<file path="config.mk">
export PLATFORM = sky130hd
export DESIGN_NAME = lpar_sf_monitor
export DESIGN_NICKNAME = d
export VERILOG_FILES = /design/src/rtl/lpar_pkg.sv /design/src/rtl/lpar_err_tally.sv /design/src/rtl/lpar_win_det.sv /design/src/rtl/lpar_sf_monitor.sv
export SDC_FILE = /design/constraint.sdc
export NUM_CORES = 1
export LEC_CHECK = 0
export BUFFER_PORTS_ARGS = -buffer_cell sky130_fd_sc_hd__buf_4
export CORE_UTILIZATION = 45
export DETAILED_ROUTE_END_ITERATION = 10
export HOLD_SLACK_MARGIN = 0.05
export PLACE_DENSITY = 0.73
export SETUP_SLACK_MARGIN = 0.4
export SYNTH_ARGS = -nofsm -noshare
export SYNTH_HDL_FRONTEND = slang
export SYNTH_SLANG_ARGS = --single-unit
</file>
<file path="constraint.sdc">
create_clock -name clk -period 11.2 [get_ports clk]
set_input_delay 0.56 -clock clk [delete_from_list [all_inputs] [get_ports clk]]
set_output_delay 0.56 -clock clk [all_outputs]
set_load 0.01 [all_outputs]
</file>
<file path="src/rtl/lpar_pkg.sv">
package lpar_pkg;
  localparam int PAR_W = 8;
  typedef logic [3:0] errcnt_t;

  function automatic errcnt_t popcnt8(input logic [PAR_W-1:0] v);
    errcnt_t c;
    c = '0;
    for (int i = 0; i < PAR_W; i++) c = c + {3'b000, v[i]};
    return c;
  endfunction

  function automatic errcnt_t frame_errs(input logic [PAR_W-1:0] calc,
                                         input logic [PAR_W-1:0] rx,
                                         input logic per_frame);
    errcnt_t n;
    n = popcnt8(calc ^ rx);
    if (per_frame) n = (n != 0) ? 4'd1 : 4'd0;
    return n;
  endfunction
endpackage

</file>
<file path="src/rtl/lpar_err_tally.sv">
module lpar_err_tally
  import lpar_pkg::*;
#(
  parameter int TOT_W = 16
) (
  input  logic             clk,
  input  logic             rst,
  input  logic             frm_vld,
  input  logic [PAR_W-1:0] par_calc,
  input  logic [PAR_W-1:0] par_rx,
  input  logic             per_frame_mode,
  output errcnt_t          frm_errs,
  output errcnt_t          rei_cnt,
  output logic             rei_vld,
  output logic [TOT_W-1:0] err_total
);
  localparam logic [TOT_W:0] TOT_MAX = {1'b0, {TOT_W{1'b1}}};

  function automatic logic [TOT_W-1:0] sat_tot(input logic [TOT_W-1:0] a, input errcnt_t b);
    logic [TOT_W:0] s;
    s = {1'b0, a} + {{(TOT_W-3){1'b0}}, b};
    return (s > TOT_MAX) ? {TOT_W{1'b1}} : s[TOT_W-1:0];
  endfunction

  assign frm_errs = frame_errs(par_calc, par_rx, per_frame_mode);

  always_ff @(posedge clk) begin
    if (rst) begin
      rei_cnt   <= '0;
      rei_vld   <= 1'b0;
      err_total <= '0;
    end else begin
      rei_vld <= frm_vld;
      if (frm_vld) begin
        rei_cnt   <= frm_errs;
        err_total <= sat_tot(err_total, frm_errs);
      end
    end
  end

  a_r1_cnt_range: assert property (@(posedge clk) disable iff (rst)
    rei_cnt <= 4'd8);
  a_r2_single_per_frame: assert property (@(posedge clk) disable iff (rst)
    (frm_vld && per_frame_mode) |=> (rei_cnt <= 4'd1));
  a_r3_total_monotonic: assert property (@(posedge clk) disable iff (rst)
    1'b1 |=> (err_total >= $past(err_total)));
  a_r10_idle_hold: assert property (@(posedge clk) disable iff (rst)
    !frm_vld |=> (!rei_vld && $stable(err_total)));
endmodule

</file>
<file path="src/rtl/lpar_win_det.sv">
module lpar_win_det
  import lpar_pkg::*;
#(
  parameter int LEN_W = 8,
  parameter int ACC_W = 16,
  parameter bit HYST  = 1'b1
) (
  input  logic             clk,
  input  logic             rst,
  input  logic             en,
  input  logic             frm_vld,
  input  errcnt_t          errs,
  input  logic [LEN_W-1:0] win_len,
  input  logic [ACC_W-1:0] set_thr,
  input  logic [ACC_W-1:0] clr_thr,
  output logic             flag
);
  localparam logic [ACC_W:0] ACC_MAX = {1'b0, {ACC_W{1'b1}}};

  logic [LEN_W-1:0] idx;
  logic [ACC_W-1:0] acc;
  logic [ACC_W-1:0] sum;
  logic [LEN_W:0]   idx_inc;
  logic             last;
  logic             win_end;

  function automatic logic [ACC_W-1:0] sat_acc(input logic [ACC_W-1:0] a, input errcnt_t b);
    logic [ACC_W:0] s;
    s = {1'b0, a} + {{(ACC_W-3){1'b0}}, b};
    return (s > ACC_MAX) ? {ACC_W{1'b1}} : s[ACC_W-1:0];
  endfunction

  assign sum     = sat_acc(acc, errs);
  assign idx_inc = {1'b0, idx} + {{LEN_W{1'b0}}, 1'b1};
  assign last    = idx_inc >= {1'b0, win_len};
  assign win_end = frm_vld && last;

  always_ff @(posedge clk) begin
    if (rst) begin
      idx <= '0;
      acc <= '0;
    end else if (win_end) begin
      idx <= '0;
      acc <= '0;
    end else if (frm_vld) begin
      idx <= idx_inc[LEN_W-1:0];
      acc <= sum;
    end
  end

  generate
    if (HYST) begin : g_hyst
      always_ff @(posedge clk) begin
        if (rst || !en)             flag <= 1'b0;
        else if (frm_vld) begin
          if (sum >= set_thr)       flag <= 1'b1;
          else if (last && sum <= clr_thr) flag <= 1'b0;
        end
      end
      a_r6_no_midwin_clear: assert property (@(posedge clk) disable iff (rst)
        (en && flag && !win_end) |=> flag);
    end else begin : g_burst
      always_ff @(posedge clk) begin
        if (rst || !en)             flag <= 1'b0;
        else if (win_end) begin
          if (sum >= set_thr)       flag <= 1'b1;
          else if (sum < clr_thr)   flag <= 1'b0;
        end
      end
      a_r4_end_only: assert property (@(posedge clk) disable iff (rst)
        (en && !win_end) |=> $stable(flag));
    end
  endgenerate

  a_r9_disabled_low: assert property (@(posedge clk) disable iff (rst)
    !en |=> !flag);
endmodule

</file>
<file path="src/rtl/lpar_sf_monitor.sv">
module lpar_sf_monitor
  import lpar_pkg::*;
#(
  parameter int WIN_W = 8,
  parameter int ACC_W = 16,
  parameter int TOT_W = 16
) (
  input  logic             clk,
  input  logic             rst,
  input  logic             frm_vld,
  input  logic [7:0]       par_calc,
  input  logic [7:0]       par_rx,
  input  logic             per_frame_mode,
  input  logic             sf_enable,
  input  logic             sd_enable,
  input  logic [WIN_W-1:0] win_frames,
  input  logic [ACC_W-1:0] burst_thr,
  input  logic [ACC_W-1:0] sf_set_thr,
  input  logic [ACC_W-1:0] sf_clr_thr,
  input  logic [ACC_W-1:0] sd_set_thr,
  input  logic [ACC_W-1:0] sd_clr_thr,
  output logic [3:0]       rei_cnt,
  output logic             rei_vld,
  output logic [TOT_W-1:0] err_total,
  output logic             sf_flag,
  output logic             sd_flag
);
  localparam int IVL_W = WIN_W + 3;

  errcnt_t          frm_errs;
  logic [IVL_W-1:0] ivl_len;
  logic             sf_burst;
  logic             sf_ivl;

  assign ivl_len = {win_frames, 3'b000};

  lpar_err_tally #(.TOT_W(TOT_W)) u_tally (
    .clk(clk), .rst(rst), .frm_vld(frm_vld), .par_calc(par_calc), .par_rx(par_rx),
    .per_frame_mode(per_frame_mode), .frm_errs(frm_errs), .rei_cnt(rei_cnt),
    .rei_vld(rei_vld), .err_total(err_total)
  );

  lpar_win_det #(.LEN_W(WIN_W), .ACC_W(ACC_W), .HYST(1'b0)) u_burst (
    .clk(clk), .rst(rst), .en(sf_enable), .frm_vld(frm_vld), .errs(frm_errs),
    .win_len(win_frames), .set_thr(burst_thr), .clr_thr(burst_thr), .flag(sf_burst)
  );

  lpar_win_det #(.LEN_W(IVL_W), .ACC_W(ACC_W), .HYST(1'b1)) u_ivl (
    .clk(clk), .rst(rst), .en(sf_enable), .frm_vld(frm_vld), .errs(frm_errs),
    .win_len(ivl_len), .set_thr(sf_set_thr), .clr_thr(sf_clr_thr), .flag(sf_ivl)
  );

  lpar_win_det #(.LEN_W(IVL_W), .ACC_W(ACC_W), .HYST(1'b1)) u_sd (
    .clk(clk), .rst(rst), .en(sd_enable), .frm_vld(frm_vld), .errs(frm_errs),
    .win_len(ivl_len), .set_thr(sd_set_thr), .clr_thr(sd_clr_thr), .flag(sd_flag)
  );

  assign sf_flag = sf_burst | sf_ivl;

  a_r7_sf_covers_ivl: assert property (@(posedge clk) disable iff (rst)
    $rose(sf_ivl) |-> sf_flag);
  a_r11_reset_clears: assert property (@(posedge clk)
    rst |=> (!sf_flag && !sd_flag && !rei_vld && err_total == '0));
endmodule

</file>
==> results of run 1 <==
-- power by group --
group / leakage (nW) / switching [mW] / total (mW) / internal (mW)
logic: 4.23 / 0.248 / 0.451 / 0.203
registers: 0.827 / 0.0197 / 0.402 / 0.383
clock network: 0.139 / 0.153 / 0.311 / 0.158
total: 5.20 / 0.421 / 1.16 / 0.744
-- flip-flops by register name (all words and copies together), names as in the netlist --
signal             flops
u_ivl.acc             16
u_sd.idx              11
u_tally.err_total     16
u_sd.flag              1
u_tally.rei_cnt        4
u_burst.flag           1
u_burst.idx            8
u_tally.rei_vld        1
u_ivl.idx             11
u_ivl.flag             1
u_sd.acc              16
u_burst.acc           16
-- layer usage --
metal	wire length, µm	share of wire [%]	global-route usage (%)	vias to the layer above
met5	0	0	0	-
met4	291	1.4	6.791	0
met3	813	4.0	2.120	18
met2	9472	46	33.93	170
met1	9848	48	28.04	3643
li1	-	-	-	4110
-- worst max-delay path: stages --
cell       delay (ps)
buf_4             110
xor2_1            150
ha_1              320
fa_1              530
inv_1              50
fa_1              520
inv_1              50
fa_1              430
inv_1              80
fa_1              420
nor2_1            830
fa_1              390
a211oi_1          150
nor2_1            530
nand4bb_1         770
nand2b_1          400
ha_1              290
nor2b_1           140
o211ai_1          160
a21oi_1            90
o31ai_1           230
a221o_1           180
nand3_1            60
-- final cells by class --
class / count / area (µm²) / share of cell area (%)
inverter: 106 / 397.9 / 3.880
clock inverter: 6 / 47.55 / 0.4636
multi-input combinational: 857 / 6190 / 60.36
tap: 260 / 325.3 / 3.172
timing repair buffer: 135 / 1013 / 9.883
sequential: 102 / 2042 / 19.91
clock buffer: 10 / 239.0 / 2.330
-- worst paths after layout --
path                             startpoint          end  slack [ps]
worst max-delay path              par_rx[0]    u_sd.flag        3990
worst min register to register  u_sd.acc[2]  u_sd.acc[2]         490
worst max register to register  u_sd.acc[0]    u_sd.flag        7110
worst min-delay path            u_sd.acc[2]  u_sd.acc[2]         490
-- cells in the final DEF, fill, tap and decap left out, types with 20 or more instances in the layout --
cell and count:
ha_1 128, and3_1 24, nand3_1 52, a21oi_1 61, nand2_1 93, xnor2_1 45, nor2_1 112, a211oi_1 23
buf_4 135, nand4_1 36, o21ai_0 27, a21o_1 22, xor2_1 52, inv_1 106, dfxtp_1 102, nor3_1 20
-- cell families (layout without fill, tap and decap cells) --
logic type	after synthesis	in the layout	share of synthesized area [%]
AND/OR/NAND/NOR	397	397	22.73
AO/OA/AOI/OAI	209	209	15.69
buffers and inverters	147	257	6.826
adder cells (fa/ha/maj)	136	136	19.94
flip-flops	102	102	23.11
XOR/XNOR	97	97	9.616
multiplexers	18	18	2.082
-- stage by stage --
stage                     std cells  total power [mW]  instance area (µm²)  util [%]  setup WS (ps)
after global routing           1476             1.257                10250     54.10           3426
after detailed placement       1460            0.8624                 9968     52.59           3665
after CTS                      1476             1.172                10250     54.10           4038
after global placement         1460            0.8461                 9968     52.59           3770
after floorplan                1106            0.7274                 8835         -           4840
final                          1476             1.164                10250     54.10           3986
==> reports/metrics.cfg, run 1 <==
[run_status]
status = completed

[clock_network]
cts_buffers = 9
root_buffer = clkbuf_16
h-tree-depth = 3
cts.path.max_buffers = 2
cts.sink_count = 102
clk_latency_ps = 370
postCtsResizedCells = 0
hold_buffers = 0
cts_tree = done
clkTransAtPathRegs_ps = 70
post-cts-setup-buffers = 0

[synthesis]
synthCells = 1106
syn_nets = 1352
synthFlopType = dfxtp_1
netlist_top_cells_count = ha_1 (128), nor2_1 (112), inv_1 (106), dfxtp_1 (102), nand2_1 (93)
netlist_area_um2 = 8835
yosys-top-cells-area = dfxtp_1 (23%), ha_1 (18%), xor2_1 (5.2%)
synth_edf_count = 0
synth_top_cell_area_share_pct = 23.11
yosysUniqueCellTypes = 62
yosys_warnings = 0
ys_seq_area_share_pct = 23.11
async_reset_ff_share_pct = 0
yosys.area.top_type = dfxtp_1
synth.most_common_cell = ha_1
syn_avg_cell_area_um2 = 7.988
ys_ff_latch = 102

[final_layout]
diodes = 0
final.fill_count = 1820
final_nets = 1457
syn_to_final_growth_pct = 16.07
drive_above_1_share_pct = 13.98

[setup_path]
critical_path_required_ps = 11450
crit_type = in2reg
start_kind = primary input
end_kind = flop
cp_max_fo = 20
r2r_cells = 13
critical_path_arrival_ps = 7460

[power]
p_leak_nw = 5.195
p_per_area_nw_per_um2 = 113.6
peakVddDrop_v = 0.00009048

[timing]
fin_tns_setup_ps = 0
slew_violations = 0
relSlewSlack_pct = 27.82
setup_violations = 0
period_minus_slack_ps = 7214
fin_skew_ps = 12.14
max_freq_mhz = 138.6
period_share_pct = 64.41
hold_violations = 0
rsz0062_at_grt = no
worstMarginPinSlew_ps = 1079
hold_ws_ps = 493.3

[detailed_routing]
vias_per_cell = 5.380
antenna_left = 0
drt_iter0_drc = 508
first_pass_iters = 5
drc = 0
vias = 7941
wl_per_cell_um = 13.84
wirelength_um = 20430

[hold_path]
holdCritPathClass = reg2reg
hold_depth = 2

[grt]
grt_use_total_pct = 20.60
antenna_found_initial = 0
grt_pass1_vias = 7222
grt_max_degree = 65
grt.overflow.total = 0
grt_pass1_wl_um = 33980

[flow_run]
maxCapViolations = 0

[die]
row_count = 50
initial_core_util_pct = 46.61
die_height_um = 142.1
io_pins = 133
die_x_um = 142.1
core_um2 = 18960
die_area_um2 = 20200

[placed_design]
place.gp.congestion = 0.8586
portBuffers = 132
post-dp-hpwl_um = 15750

Power figures use the tool's default switching activity.
==> inputs of run 2 (changes only) <==
- ABC_AREA: unset -> 1
- PLACE_DENSITY: 0.73 -> 0.76
- clock period: 11.2 -> 6.2 ns (I/O delays scaled with it)
==> reports/metrics.cfg, run 2 <==
[synthesis]
netlist_top_cells_count = nand2_1 (314), inv_1 (191), ha_1 (128), nor2_1 (119), a21oi_1 (103)
ys_seq_area_share_pct = 22.38  ; -0.73 points
syn_nets = 1575  ; +16%
syn_avg_cell_area_um2 = 6.864  ; -14%
async_reset_ff_share_pct = 0  ; unchanged
synth_top_cell_area_share_pct = 22.38  ; -0.73 points
synth.most_common_cell = nand2_1
ys_ff_latch = 102  ; unchanged
synthFlopType = dfxtp_1
yosys.area.top_type = dfxtp_1
synthCells = 1329  ; +20%
synth_edf_count = 0  ; unchanged
yosys_warnings = 0  ; unchanged
yosysUniqueCellTypes = 43  ; -31%
yosys-top-cells-area = dfxtp_1 (22%), ha_1 (18%), nand2_1 (13%)
netlist_area_um2 = 9122  ; +3.3%

[final_layout]
diodes = 0  ; unchanged
drive_above_1_share_pct = 19.35  ; +5.4 points
finish.utilization_pct = 55.05  ; +0.95 points
final.fill_count = 1878  ; +3.2%
mostFrequentLayoutCells = nand2_1 (310), inv_1 (190), buf_4 (139)
mostFrequentLayoutCell = nand2_1
syn_to_final_growth_pct = 18.60
final_nets = 1699  ; +17%
layout.cells.non_filler = 1722  ; +17%

[clock_network]
clkTransAtPathRegs_ps = 70  ; about the same
cts.path.max_buffers = 2  ; unchanged
cts_buffers = 9  ; unchanged
h-tree-depth = 3  ; unchanged
clk_latency_ps = 350  ; -20 ps
root_buffer = clkbuf_16
cts.sink_count = 102  ; unchanged
cts_tree = done

[setup_path]
slowest_stage = fa_1
critical_path_arrival_ps = 5690  ; -1770 ps
ff2ff_setup_slack_ps = 3260  ; -3850 ps
end_kind = flop
crit_top_cell = nand2_1
start_kind = primary input
critical_path_required_ps = 6450  ; -5000 ps
crit_type = in2reg
max_stage_delay_ps = 540  ; -290 ps
cp_max_fo = 8  ; -60%

[power]
p_leak_nw = 5.438  ; +4.7%
pwr-share-clk_pct = 25.3  ; -1.4 points
power_frac_comb_pct = 42.5  ; +3.8 points
p_sw_uw = 861.3  ; +100%
seq_power_share_pct = 32.2  ; -2.3 points
p_int_mw = 1.458  ; +96%
switching_share_pct = 37.14  ; +1.0 points
peakVddDrop_v = 0.0001729  ; +91%
p_per_area_nw_per_um2 = 214.3  ; +89%

[grt]
grt_pass1_wl_um = 35330  ; +4.0%
grt_use_total_pct = 20.94  ; +0.34 points
grt.overflow.total = 0  ; unchanged
grt_pass1_vias = 8036  ; +11%
grt_max_degree = 76  ; +17%
antenna_found_initial = 0  ; unchanged

[placed_design]
portBuffers = 132  ; unchanged
post-dp-hpwl_um = 15960  ; +1.3%
dpl.cell_count = 1701  ; +17%
place.gp.congestion = 0.8607  ; +0.24%

[timing]
worstMarginPinSlew_ps = 882.2  ; -196.5 ps
relSlewSlack_pct = 41.12  ; +13 points
period_minus_slack_ps = 5440
fin_skew_ps = 6.543  ; -5.593 ps
setup_violations = 0  ; unchanged
rsz0062_at_grt = no
max_freq_mhz = 183.8
hold_violations = 0  ; unchanged
slew_violations = 0  ; unchanged
period_share_pct = 87.73
fin_tns_setup_ps = 0  ; unchanged

[detailed_routing]
antenna_left = 0  ; unchanged
vias_per_cell = 4.965  ; -7.7%
wl_per_cell_um = 12.28  ; -11%
vias = 8550  ; +7.7%
drt_iter0_drc = 316  ; -38%
first_pass_iters = 5  ; unchanged
drc = 0  ; unchanged
wirelength_um = 21140  ; +3.5%

[die]
die_height_um = 144.4  ; +1.6%
die_x_um = 144.4  ; +1.6%
core_um2 = 19650  ; +3.7%
io_pins = 133  ; unchanged
die_area_um2 = 20850  ; +3.2%
initial_core_util_pct = 46.42  ; -0.19 points
row_count = 51  ; +2.0%

[run_status]
status = completed

[hold_path]
holdCritPathClass = in2reg

[flow_run]
maxCapViolations = 0  ; unchanged

==> run 2: changes by cell type in the layout (fill, tap and decap cells not counted), moves of 15 or more <==
cell,previous run,this run
a211oi_1,23,0
a21o_1,22,2
a21oi_1,61,102
a21oi_2,0,23
and3_1,24,0
inv_1,106,190
mux2i_1,15,0
nand2_1,93,310
nand2_2,0,37
nand4_1,36,14
o21ai_0,27,47
xnor2_1,45,22
==> run 2: metal layers <==
metal / GRT usage, % / vias up / wire length (µm)
met1: 26.07 / 3816 / 9728
met3: 4.205 / 25 / 1137
met4: 4.765 / 0 / 267
li1: - / 4510 / -
met2: 36.84 / 199 / 10010
met5: 0 / - / 0
==> run 2: cell families after synthesis <==
group                    after synthesis  share of synthesized area [%]
XOR/XNOR                              63                          6.048
AND/OR/NAND/NOR                      595                          29.02
AO/OA/AOI/OAI                        206                          13.02
buffers and inverters                227                          10.22
adder cells (fa/ha/maj)              136                          19.31
flip-flops                           102                          22.38
==> run 2: stage by stage <==
step	power (mW)	setup slack, ps	instance area [µm²]	hold slack [ps]
2_1_floorplan	1.434	556.4	9123	379.1
5_1_grt	2.522	394.1	10820	172.4
3_5_place_dp	1.703	-36.95	10310	459.1
4_1_cts	2.296	440.5	10610	165.1
3_3_place_gp	1.669	37.18	10310	454.0
6_report	2.319	760.4	10820	176.4
==> run 2: what timing repair did <==
| action | in CTS | in global routing |
|---|---|---|
| endpoints found under the hold margin | 0 | 0 |
| hold buffers | 0 | 0 |
| endpoints found under the setup margin | 1 | 3 |
| buffers inserted | 0 | 4 |
| cloned | 0 | 2 |
| resized for setup | 1 | 40 |
| pin swaps | 0 | 6 |
==> run 2: final cells by class <==
cell class | count | area (µm²) | area share, %
clock buffer | 12 | 256.5 | 2.371
multi-input combinational | 1001 | 6296 | 58.19
tap | 265 | 331.6 | 3.065
timing repair buffer | 143 | 1111 | 10.27
sequential | 102 | 2042 | 18.87
inverter | 196 | 738.2 | 6.823
clock inverter | 3 | 43.79 | 0.4048
==> run 2: critical path: cells and delay by family <==
family / cells / cell delay (ps)
AOI/OAI and AO/OA: 4 / 500
xor gates and xnor gates: 1 / 150
adders and majority gates: 8 / 2870
buffers and inverters: 6 / 590
and+or+nand+nor: 14 / 1230
==> run 2: path summary, 6_finish.rpt <==
| kind | start | cells after the start | end |
|---|---|---|---|
| worst min-delay path | rst | 2 | u_tally.rei_cnt[3] |
| worst min register to register | u_burst.acc[3] | 2 | u_burst.acc[3] |
| worst max register to register | u_burst.idx[0] | 14 | u_burst.acc[9] |
| worst max-delay path | par_rx[0] | 33 | u_sd.flag |
==> run 2: power by group through the flow <==
stage	Combinational, mW	Sequential [mW]	Clock (mW)
after global placement	0.912	0.757	0
after floorplan	0.680	0.754	0
after global routing	1.14	0.752	0.628
final	0.986	0.746	0.587
after detailed placement	0.945	0.758	0
after CTS	0.952	0.744	0.600
==> inputs of run 3 (changes only) <==
- MAX_ROUTING_LAYER: unset -> met4
==> reports/metrics.cfg, run 3 (synthesized netlist as in run 2, its figures left out) <==
[clock_network]
hold_buffers = 0  ; unchanged
cts.sink_count = 102  ; unchanged
root_buffer = clkbuf_16
clk_latency_ps = 360  ; about the same
cts_buffers = 9  ; unchanged
clkTransAtPathRegs_ps = 70  ; about the same
h-tree-depth = 3  ; unchanged
cts_tree = done
cts.path.max_buffers = 2  ; unchanged

[die]
row_count = 51  ; unchanged
die_height_um = 144.4  ; unchanged
core_um2 = 19650  ; unchanged
die_area_um2 = 20850  ; unchanged
initial_core_util_pct = 46.42  ; unchanged
io_pins = 133  ; unchanged
die_x_um = 144.4  ; unchanged

[timing]
hold_ws_ps = 184.2  ; +7.868 ps
relSlewSlack_pct = 40.79  ; -0.34 points
slew_violations = 0  ; unchanged
max_freq_mhz = 183.3  ; -0.31%
hold_violations = 0  ; unchanged
period_share_pct = 88.01  ; +0.27 points
worstMarginPinSlew_ps = 887.2  ; +5.021 ps
fin_skew_ps = 5.786  ; -0.7565 ps
setup_violations = 0  ; unchanged
period_minus_slack_ps = 5457  ; +16.96 ps
worst_slack_ps = 743.5  ; -16.96 ps
rsz0062_at_grt = no

[placed_design]
pre_cts_ws_ps = -36.95  ; unchanged
dpl.cell_count = 1701  ; unchanged
portBuffers = 132  ; unchanged
post-dp-hpwl_um = 15960  ; unchanged
place_area_um2 = 10310  ; unchanged
place.gp.congestion = 0.8745  ; +1.6%

[final_layout]
stdcell_area_um2 = 10820  ; unchanged
layout.cells.non_filler = 1722  ; unchanged
final.fill_count = 1878  ; unchanged
mostFrequentLayoutCell = nand2_1
final-seq-area_um2 = 2042  ; unchanged
mostFrequentLayoutCells = nand2_1 (310), inv_1 (190), buf_4 (139)
diodes = 0  ; unchanged
syn_to_final_growth_pct = 18.60  ; unchanged
multi_input_area_um2 = 6296  ; unchanged
final_nets = 1699  ; unchanged
drive_above_1_share_pct = 19.35  ; unchanged

[setup_path]
end_kind = flop
start_kind = primary input
cp_max_fo = 5  ; -3
crit_type = in2reg
critical_path_required_ps = 6480  ; +30 ps
max_stage_delay_ps = 540  ; about the same
critical_path_arrival_ps = 5740  ; +50 ps
slowest_stage = fa_1
cpLargestDelayFamily = adder cells
crit_buf_inv = 5  ; -1

[power]
p_leak_nw = 5.438  ; unchanged
p_int_mw = 1.458  ; about the same
power_frac_comb_pct = 42.5  ; about the same
seq_power_share_pct = 32.2  ; about the same
pwr-share-clk_pct = 25.3  ; about the same
p_per_area_nw_per_um2 = 214.3  ; about the same
p_sw_uw = 860.9  ; about the same
switching_share_pct = 37.13  ; about the same
peakVddDrop_v = 0.0001729  ; about the same

[grt]
grt_max_degree = 76  ; unchanged
grt_pass1_vias = 8039  ; +0.037%
grt_util_met1_pct = 26.17  ; +0.10 points
grtUsageMet3_pct = 4.139  ; -0.066 points
antenna_found_initial = 0  ; unchanged
busiest_layer = met2
grt.overflow.total = 0  ; unchanged
gr-usage-met2_pct = 36.82  ; about the same
grt_pass1_wl_um = 35350  ; about the same
grt_use_total_pct = 21.56  ; +0.62 points

[hold_path]
holdCritPathClass = in2reg

[detailed_routing]
wl_per_cell_um = 12.25  ; -0.19%
vias_per_cell = 4.975  ; +0.20%
wirelength_um = 21100  ; -0.19%
vias = 8567  ; +0.20%
antenna_left = 0  ; unchanged
first_pass_iters = 5  ; unchanged
drt_iter0_drc = 375  ; +19%
drc = 0  ; unchanged

[flow_run]
maxCapViolations = 0  ; unchanged

[run_status]
status = completed

[run 3: cell counts in the layout (fill, tap and decap cells not counted)]
No cell type changed its count.
[run 3: stage by stage]
| stage | util (%) | power [mW] | setup TNS, ps |
|---|---|---|---|
| floorplan | - | 1.434 | 0 |
| global placement | 52.44 | 1.669 | 0 |
| detailed placement | 52.44 | 1.703 | -36.95 |
| CTS | 53.99 | 2.296 | 0 |
| global route | 55.05 | 2.522 | 0 |
| finish | 55.05 | 2.318 | 0 |
[run 3: power groups by stage]
stage          sequential (mW)  clock, mW  combinational (mW)
2_1_floorplan            0.754          0               0.680
3_3_place_gp             0.757          0               0.912
3_5_place_dp             0.758          0               0.945
4_1_cts                  0.744      0.600               0.952
5_1_grt                  0.752      0.628                1.14
6_report                 0.746      0.587               0.986
[run 3: path summary, 6_finish.rpt]
check	end	slack, ps	cells after the start	startpoint
worst max-delay path	u_burst.flag	740	32	par_rx[0]
worst min-delay path	u_tally.rei_cnt[3]	180	2	rst
worst min register to register	u_burst.acc[3]	470	2	u_burst.acc[3]
worst max register to register	u_sd.flag	3250	16	u_sd.acc[3]
[run 3: worst reg2reg max path, cell delays in order (launching register included)]
cell     delay (ps)
dfxtp_1         320
ha_1            350
inv_1            90
nor3_1          210
nand2_1          80
o21ai_1         190
nand3_1         130
xor2_1          230
nand2_1         140
ha_1            320
nand2_1         100
nor4_4          280
nand3_1         100
nand2_1          80
nand3_1          80
nand2_1          90
a21oi_1          50
[run 3: repair_timing]
item                                   4_1_cts  5_1_grt
buffers inserted                             0        4
endpoints found under the hold margin        0        0
pin swaps                                    0        6
setup endpoints to repair                    1        3
resized for setup                            1       40
gates cloned                                 0        2
[run 3: layout make-up]
type                            instances  share of cell area, %
Inverter                              196                  6.823
Timing Repair Buffer                  143                  10.27
Clock inverter                          3                 0.4048
Clock buffer                           12                  2.371
Sequential cell                       102                  18.87
Multi-Input combinational cell       1001                  58.19
Tap cell                              265                  3.065
[run 3: routing by layer]
| metal | part of all wire, % | up-vias |
|---|---|---|
| met1 | 46 | 3824 |
| met4 | 1.5 | 0 |
| met5 | 0 | - |
| li1 | - | 4512 |
| met3 | 5.0 | 31 |
| met2 | 47 | 200 |
